[config.mk]
export PLATFORM = sky130hd
export DESIGN_NAME = psw_intr_ctrl
export DESIGN_NICKNAME = d
export VERILOG_FILES = /design/src/rtl/psw_pkg.sv /design/src/rtl/psw_arbiter.sv /design/src/rtl/psw_store.sv /design/src/rtl/psw_intr_ctrl.sv
export SDC_FILE = /design/constraint.sdc
export NUM_CORES = 1
export LEC_CHECK = 0
export ABC_AREA = 1
export BUFFER_PORTS_ARGS = -buffer_cell sky130_fd_sc_hd__buf_4
export CAP_MARGIN = 0
export CORE_UTILIZATION = 44
export CTS_BUF_LIST = sky130_fd_sc_hd__clkbuf_4
export CTS_CLUSTER_SIZE = 8
export DETAILED_ROUTE_END_ITERATION = 10
export PLACE_DENSITY = 0.86
export SLEW_MARGIN = 20
export SYNTH_ARGS = -nofsm -noshare
export SYNTH_HDL_FRONTEND = slang
export SYNTH_SLANG_ARGS = --single-unit
[constraint.sdc]
create_clock -name clk -period 3.42 [get_ports clk]
set_input_delay 0.342 -clock clk [delete_from_list [all_inputs] [get_ports clk]]
set_output_delay 0.342 -clock clk [all_outputs]
set_load 0.05 [all_outputs]
[src/rtl/psw_pkg.sv]
// Shared layout of the status word and the acceptance record.
// Assumes a 16-bit word split into byte lanes for software writes.
package psw_pkg;
    localparam int PSW_W     = 16;
    localparam int LVL_W     = 3;
    localparam int LANE_W    = 8;
    localparam int NUM_LANES = PSW_W / LANE_W;
    localparam int BIT_IE    = 11;
    localparam int IM_LO     = 8;
    localparam int IM_HI     = IM_LO + LVL_W - 1;
    localparam int FLG_W     = 4;
    localparam logic [PSW_W-1:0] WR_MASK = 16'h3F0F;

    typedef struct packed {
        logic             take;
        logic             is_nmi;
        logic [LVL_W-1:0] lvl;
    } grant_t;
endpackage

[src/rtl/psw_arbiter.sv]
// Decides whether a pending request is taken this cycle and registers
// the acceptance pulse. Assumes ie/im are the registered status fields.
// Each source must be seen low once before it can be taken again.
module psw_arbiter
    import psw_pkg::*;
(
    input  logic             clk,
    input  logic             rst_n,
    input  logic             irq_req,
    input  logic [LVL_W-1:0] irq_lvl,
    input  logic             nmi_req,
    input  logic             ie,
    input  logic [LVL_W-1:0] im,
    output grant_t           grant,
    output logic             acc_pulse,
    output logic [LVL_W-1:0] acc_lvl,
    output logic             acc_nmi
);
    logic nmi_armed_q;
    logic irq_armed_q;
    logic nmi_go;
    logic irq_go;

    // Admission decision: non-maskable first, then strict priority test.
    always_comb begin
        nmi_go       = nmi_req && nmi_armed_q;
        irq_go       = !nmi_go && irq_req && irq_armed_q && ie && (irq_lvl < im);
        grant.take   = nmi_go || irq_go;
        grant.is_nmi = nmi_go;
        grant.lvl    = nmi_go ? '0 : irq_lvl;
    end

    // Re-arm each source once it is seen low; disarm when taken.
    always_ff @(posedge clk) begin
        if (!rst_n) begin
            nmi_armed_q <= 1'b1;
            irq_armed_q <= 1'b1;
        end else begin
            if (!nmi_req)    nmi_armed_q <= 1'b1;
            else if (nmi_go) nmi_armed_q <= 1'b0;
            if (!irq_req)    irq_armed_q <= 1'b1;
            else if (irq_go) irq_armed_q <= 1'b0;
        end
    end

    // Registered acceptance outputs, aligned with the updated word.
    always_ff @(posedge clk) begin
        if (!rst_n) begin
            acc_pulse <= 1'b0;
            acc_lvl   <= '0;
            acc_nmi   <= 1'b0;
        end else begin
            acc_pulse <= grant.take;
            acc_lvl   <= grant.take ? grant.lvl : '0;
            acc_nmi   <= grant.is_nmi;
        end
    end
endmodule

[src/rtl/psw_store.sv]
// Status word register and its next-state merge. Assumes the precedence
// flags < software write < restore < acceptance (for IE and mask only).
module psw_store
    import psw_pkg::*;
(
    input  logic                 clk,
    input  logic                 rst_n,
    input  logic                 sw_we,
    input  logic [NUM_LANES-1:0] sw_be,
    input  logic [PSW_W-1:0]     sw_wdata,
    input  logic                 flg_upd,
    input  logic [FLG_W-1:0]     flg_in,
    input  logic                 reti,
    input  logic [PSW_W-1:0]     reti_word,
    input  grant_t               grant,
    output logic [PSW_W-1:0]     psw_q
);
    logic [PSW_W-1:0] after_flg;
    logic [PSW_W-1:0] after_sw;
    logic [PSW_W-1:0] nxt;

    // Stage 1: condition flags from the ALU.
    always_comb begin
        after_flg = psw_q;
        if (flg_upd) after_flg[FLG_W-1:0] = flg_in;
    end

    // Stage 2: per-lane software write overrides the flag stage.
    for (genvar b = 0; b < NUM_LANES; b++) begin : g_lane
        assign after_sw[b*LANE_W +: LANE_W] = (sw_we && sw_be[b])
            ? sw_wdata[b*LANE_W +: LANE_W]
            : after_flg[b*LANE_W +: LANE_W];
    end

    // Stage 3: restore, then acceptance on enable/mask, then reserved mask.
    always_comb begin
        nxt = reti ? reti_word : after_sw;
        if (grant.take) begin
            nxt[BIT_IE]      = 1'b0;
            nxt[IM_HI:IM_LO] = grant.lvl;
        end
        nxt = nxt & WR_MASK;
    end

    // State register with synchronous clear.
    always_ff @(posedge clk) begin
        if (!rst_n) psw_q <= '0;
        else        psw_q <= nxt;
    end
endmodule

[src/rtl/psw_intr_ctrl.sv]
// Top: status word plus interrupt admission. The read port shows the
// registered word directly; acceptance outputs are registered.
module psw_intr_ctrl
    import psw_pkg::*;
(
    input  logic        clk,
    input  logic        rst_n,
    input  logic        sw_we,
    input  logic [1:0]  sw_be,
    input  logic [15:0] sw_wdata,
    output logic [15:0] rd_data,
    input  logic        flg_upd,
    input  logic        flg_v,
    input  logic        flg_c,
    input  logic        flg_n,
    input  logic        flg_z,
    input  logic        irq_req,
    input  logic [2:0]  irq_lvl,
    input  logic        nmi_req,
    input  logic        reti,
    input  logic [15:0] reti_word,
    output logic        acc_pulse,
    output logic [2:0]  acc_lvl
);
    grant_t           grant;
    logic [PSW_W-1:0] psw_q;
    logic             acc_nmi;

    psw_arbiter u_arb (
        .clk       (clk),
        .rst_n     (rst_n),
        .irq_req   (irq_req),
        .irq_lvl   (irq_lvl),
        .nmi_req   (nmi_req),
        .ie        (psw_q[BIT_IE]),
        .im        (psw_q[IM_HI:IM_LO]),
        .grant     (grant),
        .acc_pulse (acc_pulse),
        .acc_lvl   (acc_lvl),
        .acc_nmi   (acc_nmi)
    );

    psw_store u_store (
        .clk       (clk),
        .rst_n     (rst_n),
        .sw_we     (sw_we),
        .sw_be     (sw_be),
        .sw_wdata  (sw_wdata),
        .flg_upd   (flg_upd),
        .flg_in    ({flg_v, flg_c, flg_n, flg_z}),
        .reti      (reti),
        .reti_word (reti_word),
        .grant     (grant),
        .psw_q     (psw_q)
    );

    assign rd_data = psw_q;
endmodule

==> metrics.csv <==
metric;value;unit
outcome;finished, final reports clean;
Root Buffer;clkbuf_4;
Hold WC Path Type;in -> reg;
vias per cell;4.738;
# placed instances;202;
Sw Pwr;0.0001679;W
CTS Sinks;16;
EDFF count, synth;0;
synthesized instance count;131;
DRC Markers;0;
die width;47.72;µm
first-pass GRT wire length;3408;µm
setup tns final;0;ps
sequential-to-total area share from yosys stat;0.3483;
WP data arrival;1640;ps
Layout fillers;194;
HPWL Detailed;1753;µm
Slew Viols, Final;0;
DR pass1 iterations;4;
Total Routing Usage GR;0.2100;
largest net degree at the start of global routing;14;
CTS tree;yes;
number of synthesis warnings;0;
post-route cell area;1295;µm²
area leader, netlist;dfxtp_1;
kind of critical path;reg -> reg;
ratio of cells with drive above 1 in the final layout;0.3296;
FMAX;690.9;MHz
sequential fraction of design power;0.434;
fin crit period;1447;ps
#FFs+latches synth;16;
mapped cell area;919.6;µm²
die height;47.72;µm
gpl congestion;0.7981;
post-route insts no fill;206;
Synth top area share;0.3483;
Total Power;0.0004680;W
port bufs;49;
critical path launch point type;flop;
vias in the first global route;849;
Antenna diodes;0;
H-Tree Level Count;1;
crit-path max FO;8;
Synth area leaders;dfxtp_1, nand2_1, inv_1;
Area after DPL;1269;µm²
clk_lat worst skew;280;ps
ANT nets after route;0;
Int Power;0.0003000;W
CTS resizes;0;
peak supply drop;0.1856;mV
syn_area_per_cell;7.020;µm²
Clock Skew;0.5108;ps
Worst EP required;3610;ps
clk buf depth;2;
Primary FF master, synth;dfxtp_1;
die area;2277;µm²
overall routed net length;2167;µm
Post-synth ARST share;0;
gr ovfl total;0;
Final period util;0.4232;
row count;16;
Worst-path clk slew;90;ps
Clock power frac;0.220;
Post-CTS Setup Inserts;0;
core area;1962;µm²
via count;976;
initial detailed-routing violation count;18;
Lkg Pwr;0.7135;nW
CTS Buf Count;3;
# setup viols final;0;
I/O Pins;68;
crit end category;flop;
hold_buf cts;0;
Comb pwr share;0.346;
Nets;230;
Fin. Hold Viols;0;
switching part of the total;0.3588;
Initial Util;0.4687;
Power Density;361.4;nW/µm²
synth unique cells;21;
RSZ-0062 raised after global routing;no;
initial antenna violation count;0;
Max-Cap Viols;0;
WL/cell;10.52;µm
Area Growth Syn to Fin;40.82;%
==> worst paths after layout <==
path	slack, ps	end	startpoint	cells past startpoint
hold reg to reg	510	u_arb.irq_armed_q	u_arb.irq_armed_q	2
hold / removal	230	u_arb.nmi_armed_q	nmi_req	2
setup / recovery	1970	u_store.psw_q[8]	u_store.psw_q[10]	10
setup reg to reg	1970	u_store.psw_q[8]	u_store.psw_q[10]	10
==> synthesized netlist by cell type, types with 2 or more instances <==
library cell and instances:
nand2_1 27, inv_1 20, dfxtp_1 16, nor2_1 12, a21oi_1 11, buf_4 9
nand3_1 8, o21ai_0 7, o211ai_1 4, nand4_1 3, a31oi_1 2, ha_1 2
nand2_4 2
==> placed cells by master, fill, tap and decap left out, drive strengths merged <==
cell    instances
o211ai          4
nor2           13
buf            49
inv            21
nand2          29
ha              2
conb            6
dfxtp          16
o21ai           7
a31oi           2
clkinv          1
nand3          10
nand4           3
nor3            1
clkbuf          3
a21oi          12
==> sequential cells by signal, indices dropped and copies added (netlist names) <==
| register | count |
|---|---|
| u_arb.acc_pulse | 1 |
| u_store.psw_q | 10 |
| u_arb.nmi_armed_q | 1 |
| u_arb.acc_lvl | 3 |
| u_arb.irq_armed_q | 1 |
==> metrics by stage <==
stage                     setup WS, ps  hold slack, ps    util
after floorplan                   1706           403.9       -
after global placement            1964           490.8  0.6467
after detailed placement          1915           497.7  0.6467
after CTS                         1966           228.8  0.6601
after global routing              1806           229.4  0.6601
final                             1973           234.3  0.6601
==> critical path: stages, from the launching register on <==
cell,delay (ps)
dfxtp_1,340
inv_1,60
ha_1,310
nand2_1,70
nand2_1,80
a21oi_4,180
nand2_4,100
nand3_1,80
nand2_1,50
inv_1,60
nor2_1,40
==> cells by family (layout without fill, tap and decap cells) <==
kind of cell,count (synthesis),after routing,synth area share
flip-flops,16,16,0.3483
adder cells (fa/ha/maj),2,2,0.02721
AND/OR/NAND/NOR,56,56,0.2952
AO/OA/AOI/OAI,25,25,0.1619
other,1,6,0.004078
buffers and inverters,31,74,0.1633
==> power by group through the flow <==
stage	Sequential [W]	Clock (W)	Combinational (W)
5_1_grt	0.000205	0.000118	0.000175
4_1_cts	0.000203	0.000106	0.000162
3_3_place_gp	0.000207	0	0.000158
6_report	0.000203	0.000103	0.000162
2_1_floorplan	0.000240	0	0.0000777
3_5_place_dp	0.000207	0	0.000162
==> layout make-up <==
class                   instances  area [µm²]  share of cell area
well taps                      27       33.78             0.02609
multi-input cells              89       467.9              0.3614
inverters                      21       78.83             0.06087
repair buffers                 49       367.9              0.2841
clock buffers                   3       22.52             0.01739
flip-flops and latches         16       320.3              0.2473
clock inverters                 1       3.754            0.002899
==> metal layers <==
layer / share of wire / global-route usage / wire, µm
met4: 0.0037 / 0.08333 / 8
met1: 0.44 / 0.2636 / 953
met5: 0 / 0 / 0
met3: 0.061 / 0.04528 / 132
met2: 0.49 / 0.3486 / 1072
Power figures use the tool's default switching activity.
